**src/rtl/bard_pkg.sv**
```systemverilog
package bard_pkg;

    localparam int ADDR_W = 32;

    typedef struct packed {
        logic              valid;
        logic [ADDR_W-1:0] base;
    } map_t;

    typedef enum logic {
        TRK_STEADY = 1'b0,
        TRK_NOTIFY = 1'b1
    } trk_state_e;

    function automatic logic [ADDR_W-1:0] span_m1(input int unsigned lg);
        return (ADDR_W'(1) << lg) - ADDR_W'(1);
    endfunction

endpackage

```
**src/rtl/bard_region.sv**
```systemverilog
module bard_region
    import bard_pkg::*;
#(
    parameter bit          PRESENT       = 1'b1,
    parameter bit          IS_IO         = 1'b0,
    parameter bit          IS_ROM        = 1'b0,
    parameter int unsigned SIZE_LOG2     = 12,
    parameter int unsigned IO_SPACE_LOG2 = 16
) (
    input  logic              io_en,
    input  logic              mem_en,
    input  logic [ADDR_W-1:0] raw,
    output map_t              map
);
    localparam logic [ADDR_W-1:0] SPAN_M1 = span_m1(SIZE_LOG2);
    localparam logic [ADDR_W-1:0] IO_TOP  = span_m1(IO_SPACE_LOG2);

    logic [ADDR_W-1:0] aligned;
    logic [ADDR_W-1:0] last;
    logic              enabled;
    logic              range_ok;
    logic              space_ok;

    assign aligned = raw & ~SPAN_M1;
    assign last    = aligned + SPAN_M1;
    assign enabled = IS_IO ? io_en : (mem_en && (!IS_ROM || raw[0]));
    assign range_ok = (aligned != '0) && (last > aligned);
    assign space_ok = IS_IO ? (last <= IO_TOP) : (last != '1);

    always_comb begin
        map.valid = PRESENT && enabled && range_ok && space_ok;
        map.base  = map.valid ? aligned : '0;
    end
endmodule

```
**src/rtl/bard_match.sv**
```systemverilog
module bard_match
    import bard_pkg::*;
#(
    parameter int                     NREG          = 7,
    parameter logic [NREG-1:0]        REG_IS_IO     = '0,
    parameter logic [NREG*5-1:0]      REG_SIZE_LOG2 = '0
) (
    input  map_t [NREG-1:0]   maps,
    input  logic [ADDR_W-1:0] addr,
    input  logic              is_io,
    output logic [NREG-1:0]   hit,
    output logic              any
);
    logic [NREG-1:0] cand;

    for (genvar i = 0; i < NREG; i++) begin : g_cmp
        localparam logic [ADDR_W-1:0] MASK = ~span_m1(REG_SIZE_LOG2[5*i +: 5]);
        assign cand[i] = maps[i].valid && (is_io == REG_IS_IO[i])
                         && ((addr & MASK) == maps[i].base);
    end

    always_comb begin
        logic taken;
        taken = 1'b0;
        hit   = '0;
        for (int i = 0; i < NREG; i++) begin
            if (cand[i] && !taken) begin
                hit[i] = 1'b1;
                taken  = 1'b1;
            end
        end
    end

    assign any = |hit;
endmodule

```
**src/rtl/bard_track.sv**
```systemverilog
module bard_track
    import bard_pkg::*;
#(
    parameter int NREG = 7
) (
    input  logic            clk,
    input  logic            rst_n,
    input  map_t [NREG-1:0] maps,
    output logic            pulse
);
    map_t [NREG-1:0] seen;
    trk_state_e      state, state_nx;
    logic            moved;

    assign moved = (maps != seen);

    always_ff @(posedge clk or negedge rst_n) begin
        if (!rst_n) seen <= '0;
        else        seen <= maps;
    end

    always_ff @(posedge clk or negedge rst_n) begin
        if (!rst_n) state <= TRK_STEADY;
        else        state <= state_nx;
    end

    always_comb begin
        state_nx = state;
        unique case (state)
            TRK_STEADY: if (moved)  state_nx = TRK_NOTIFY;
            TRK_NOTIFY: if (!moved) state_nx = TRK_STEADY;
            default:                state_nx = TRK_STEADY;
        endcase
    end

    always_comb begin
        pulse = 1'b0;
        unique case (state)
            TRK_STEADY: pulse = 1'b0;
            TRK_NOTIFY: pulse = 1'b1;
            default:    pulse = 1'b0;
        endcase
    end
endmodule

```
**src/rtl/bard_top.sv**
```systemverilog
module bard_top
    import bard_pkg::*;
#(
    parameter int                       NUM_BARS      = 6,
    parameter int unsigned              IO_SPACE_LOG2 = 16,
    parameter logic [NUM_BARS:0]        REG_PRESENT   = 7'b1011111,
    parameter logic [NUM_BARS:0]        REG_IS_IO     = 7'b0001010,
    parameter logic [(NUM_BARS+1)*5-1:0] REG_SIZE_LOG2 =
        {5'd16, 5'd0, 5'd12, 5'd8, 5'd16, 5'd5, 5'd12}
) (
    input  logic                         clk,
    input  logic                         rst_n,
    input  logic                         cmd_io_en,
    input  logic                         cmd_mem_en,
    input  logic [(NUM_BARS+1)*32-1:0]   bar_raw,
    input  logic [31:0]                  acc_addr,
    input  logic                         acc_is_io,
    output logic [NUM_BARS:0]            region_valid,
    output logic [(NUM_BARS+1)*32-1:0]   region_base,
    output logic [NUM_BARS:0]            hit_onehot,
    output logic                         hit_any,
    output logic                         change_pulse
);
    localparam int NREG    = NUM_BARS + 1;
    localparam int ROM_IDX = NUM_BARS;

    map_t [NREG-1:0] maps;

    for (genvar i = 0; i < NREG; i++) begin : g_reg
        bard_region #(
            .PRESENT      (REG_PRESENT[i]),
            .IS_IO        ((i != ROM_IDX) && REG_IS_IO[i]),
            .IS_ROM       (i == ROM_IDX),
            .SIZE_LOG2    (REG_SIZE_LOG2[5*i +: 5]),
            .IO_SPACE_LOG2(IO_SPACE_LOG2)
        ) u_region (
            .io_en (cmd_io_en),
            .mem_en(cmd_mem_en),
            .raw   (bar_raw[32*i +: 32]),
            .map   (maps[i])
        );
        assign region_valid[i]       = maps[i].valid;
        assign region_base[32*i +: 32] = maps[i].base;
    end

    bard_match #(
        .NREG         (NREG),
        .REG_IS_IO    (REG_IS_IO & ~(NREG'(1) << ROM_IDX)),
        .REG_SIZE_LOG2(REG_SIZE_LOG2)
    ) u_match (
        .maps (maps),
        .addr (acc_addr),
        .is_io(acc_is_io),
        .hit  (hit_onehot),
        .any  (hit_any)
    );

    bard_track #(.NREG(NREG)) u_track (
        .clk  (clk),
        .rst_n(rst_n),
        .maps (maps),
        .pulse(change_pulse)
    );
endmodule

```
**config.mk**
```make
export PLATFORM = sky130hd
export DESIGN_NAME = bard_top
export DESIGN_NICKNAME = d
export VERILOG_FILES = /design/src/rtl/bard_pkg.sv /design/src/rtl/bard_region.sv /design/src/rtl/bard_match.sv /design/src/rtl/bard_track.sv /design/src/rtl/bard_top.sv
export SDC_FILE = /design/constraint.sdc
export NUM_CORES = 1
export LEC_CHECK = 0
export BUFFER_PORTS_ARGS = -buffer_cell sky130_fd_sc_hd__buf_2
export CORE_AREA = 8 8 190 192
export DETAILED_ROUTE_END_ITERATION = 10
export DIE_AREA = 0 0 198 200
export SLEW_MARGIN = 20
export SYNTH_ARGS = -nofsm -noshare
export SYNTH_HDL_FRONTEND = slang
export SYNTH_SLANG_ARGS = --single-unit
export TNS_END_PERCENT = 100
```
**constraint.sdc**
```tcl
create_clock -name clk -period 8.5 [get_ports clk]
set_input_delay 1.7 -clock clk [delete_from_list [all_inputs] [get_ports clk]]
set_output_delay 1.7 -clock clk [all_outputs]
set_load 0.01 [all_outputs]
```
==> results.toml <==
[status]
outcome = "finished, final reports clean"

[sta]
max_freq_mhz = 160
setup_viol = 0
fin_crit_ns = 6.27
finalClockSkew_ns = 0.0104
setup_ws_ns = 2.23
max-slew-margin-rel = 0.405
hold_viol = 0
slew_viol_final = 0
rsz0062_at_grt = "false"
period_share = 0.737
tightest_slew_ns = 0.893
setup-tns-final_ns = 0

[yosys]
synth_common_cells = "buf_4, dfrtp_1, xnor2_1"
synth_top_area_frac = 0.369
synth_edf_count = 0
synthCells = 984
yosys-top-cells-area = "dfrtp_1, buf_4, xnor2_1"
synth.avg_cell_area_um2 = 8.97
ys_seq_area_frac = 0.369
synth_cell_types = 68
async_flop_share = 1.00
ys_seq_elements = 130
synth_most_common_cell = "buf_4"
syn_area_um2 = 8820
yosys_most_used_dff = "dfrtp_1"
synth.largest_area_cell = "dfrtp_1"
yosys_warnings = 0

[pwr]
p_int_mw = 1.17
swShare = 0.321
power.leakage_nw = 5.25
total_power_mw = 1.72
p_per_area_nw_per_um2 = 160
power_switching_mw = 0.554
comb_power_share = 0.188
peakVddDrop_uv = 120
seq_power_share = 0.382
p_clk_frac = 0.430

[routing]
routed_wl_mm = 37.7
ant_nets = 0
vias_per_cell = 4.83
drcViolationCount = 0
num_vias = 8299
drtIter0Drc = 664
wl_per_cell_um = 22.0
firstDrtPassIters = 5

[global_routing]
antenna_found_initial = 6
overflow = 0
grt_max_degree = 70
grt_pass1_vias = 8130
grt_pass1_wl_mm = 52.9
grt_usage = 0.181

[placement]
port_buffers = 260
gp_congestion = 0.933
post-place-ws_ns = 2.29
dp_hpwl_mm = 30.9

[cells_and_area]
drive_gt1_frac = 0.251
fill_cells = 3491
areaGrowthSynthToFinish_pct = 21.8
nets = 1513

[floorplanning]
row_count = 67
dieArea_um2 = 39600
core_region_area_um2 = 33100
die-width_um = 198
dieHeight_um = 200
initial_core_util = 0.267
ios = 501

[setup_path]
arrival_ns = 4.57
startpoint_type = "primary input"
setup.worst_path.end_class = "output pin"
crit_fanout = 13
crit_type = "in -> out"
worstPathRequired_ns = 6.80

[clocking]
cts_tree = "done"
clk_latency_ns = 0.43
h-tree-depth = 4
hold_buffers = 0
cts_buffer_depth = 2
path_clk_slew_ns = 0.06
cts_resized = 0
cts_made_buffers = 17
cts_root_buffer = "clkbuf_16"
clock_sinks = 130
post_cts_buffers = 0

[flow_run]
cap_violations = 0

[hold_path]
hold_class = "reg -> reg"
[power by group through the flow]
stage	Clock [mW]	Sequential (mW)	Combinational (mW)
2_1_floorplan	0	0.665	0.216
4_1_cts	0.758	0.658	0.318
3_3_place_gp	0	0.668	0.315
6_report	0.741	0.658	0.324
5_1_grt	0.787	0.661	0.352
3_5_place_dp	0	0.669	0.317
[worst max-delay path, stage by stage]
cell and delay (ns):
buf_2 0.18, nand4_1 0.15, nor3_1 0.45, a21o_1 0.50
nor2_1 0.29, o2111a_1 0.28, nor3_1 0.39, and3b_1 0.27
and2_1 0.18, buf_2 0.15
[sequential cells by signal, indices dropped and copies added (netlist names)]
register       flops
u_track.seen     129
u_track.state      1
[metrics by stage]
stage,instances,util,area [um2],hold WS (ns)
2_1_floorplan,1150,-,9450,0.546
3_3_place_gp,1681,0.306,10100,0.585
3_5_place_dp,1681,0.306,10100,0.603
4_1_cts,1713,0.324,10700,0.628
5_1_grt,1717,0.325,10700,0.704
6_report,1719,0.325,10800,0.643
[per-layer routing]
layer  up-vias  global-route usage  wire (um)
met5         -                   0         12
met3        66              0.0593       3670
met1      3991               0.228      15300
li1       3747                   -          -
met2       493               0.285      17700
met4         2              0.0683       1020
[final timing paths]
path | start | to | slack [ns] | cells after the start
hold reg to reg | u_track.seen[215] | u_track.state | 0.64 | 4
max in group asynchronous | rst_n | u_track.seen[47] | 5.69 | 2
min in group asynchronous | rst_n | u_track.seen[119] | 1.39 | 1
setup reg to reg | u_track.seen[162] | u_track.state | 5.91 | 8
setup / recovery | bar_raw[13] | hit_onehot[6] | 2.23 | 10
hold / removal | u_track.seen[215] | u_track.state | 0.64 | 4
[final cells by class]
class | count | area (um2) | area share
Antenna cell | 6 | 15.0 | 0.00140
Clock buffer | 17 | 425 | 0.0396
Clock inverter | 15 | 168 | 0.0156
Inverter | 56 | 210 | 0.0196
Multi-Input combinational cell | 783 | 4790 | 0.445
Sequential cell | 130 | 3250 | 0.303
Tap cell | 448 | 561 | 0.0521
Timing Repair Buffer | 264 | 1330 | 0.124
[cell usage in the layout (no fill, tap or decap), types with 14 or more instances in the layout]
| master | netlist | routed |
|---|---|---|
| clkbuf_16 | 0 | 17 |
| buf_2 | 2 | 259 |
| xnor2_1 | 73 | 73 |
| a21oi_1 | 19 | 19 |
| conb_1 | 1 | 167 |
| and2_1 | 49 | 49 |
| nor4_1 | 46 | 46 |
| inv_1 | 56 | 56 |
| nand4_1 | 42 | 42 |
| xor2_1 | 48 | 48 |
| o21ai_0 | 26 | 26 |
| dfrtp_1 | 130 | 130 |
| nand2_1 | 41 | 41 |
| nor2_1 | 43 | 43 |
| nand3_1 | 26 | 26 |
| a31oi_1 | 14 | 14 |
| nor3_1 | 25 | 25 |
[logic make-up after synthesis]
group,after synthesis,synth area share
flops,130,0.369
mux,1,0.00113
simple gates,353,0.234
other cells,1,0.000425
xor+xnor,121,0.120
buf+inv,237,0.160
compound gates,141,0.117
Note: power is estimated with default switching activity, not from simulation.
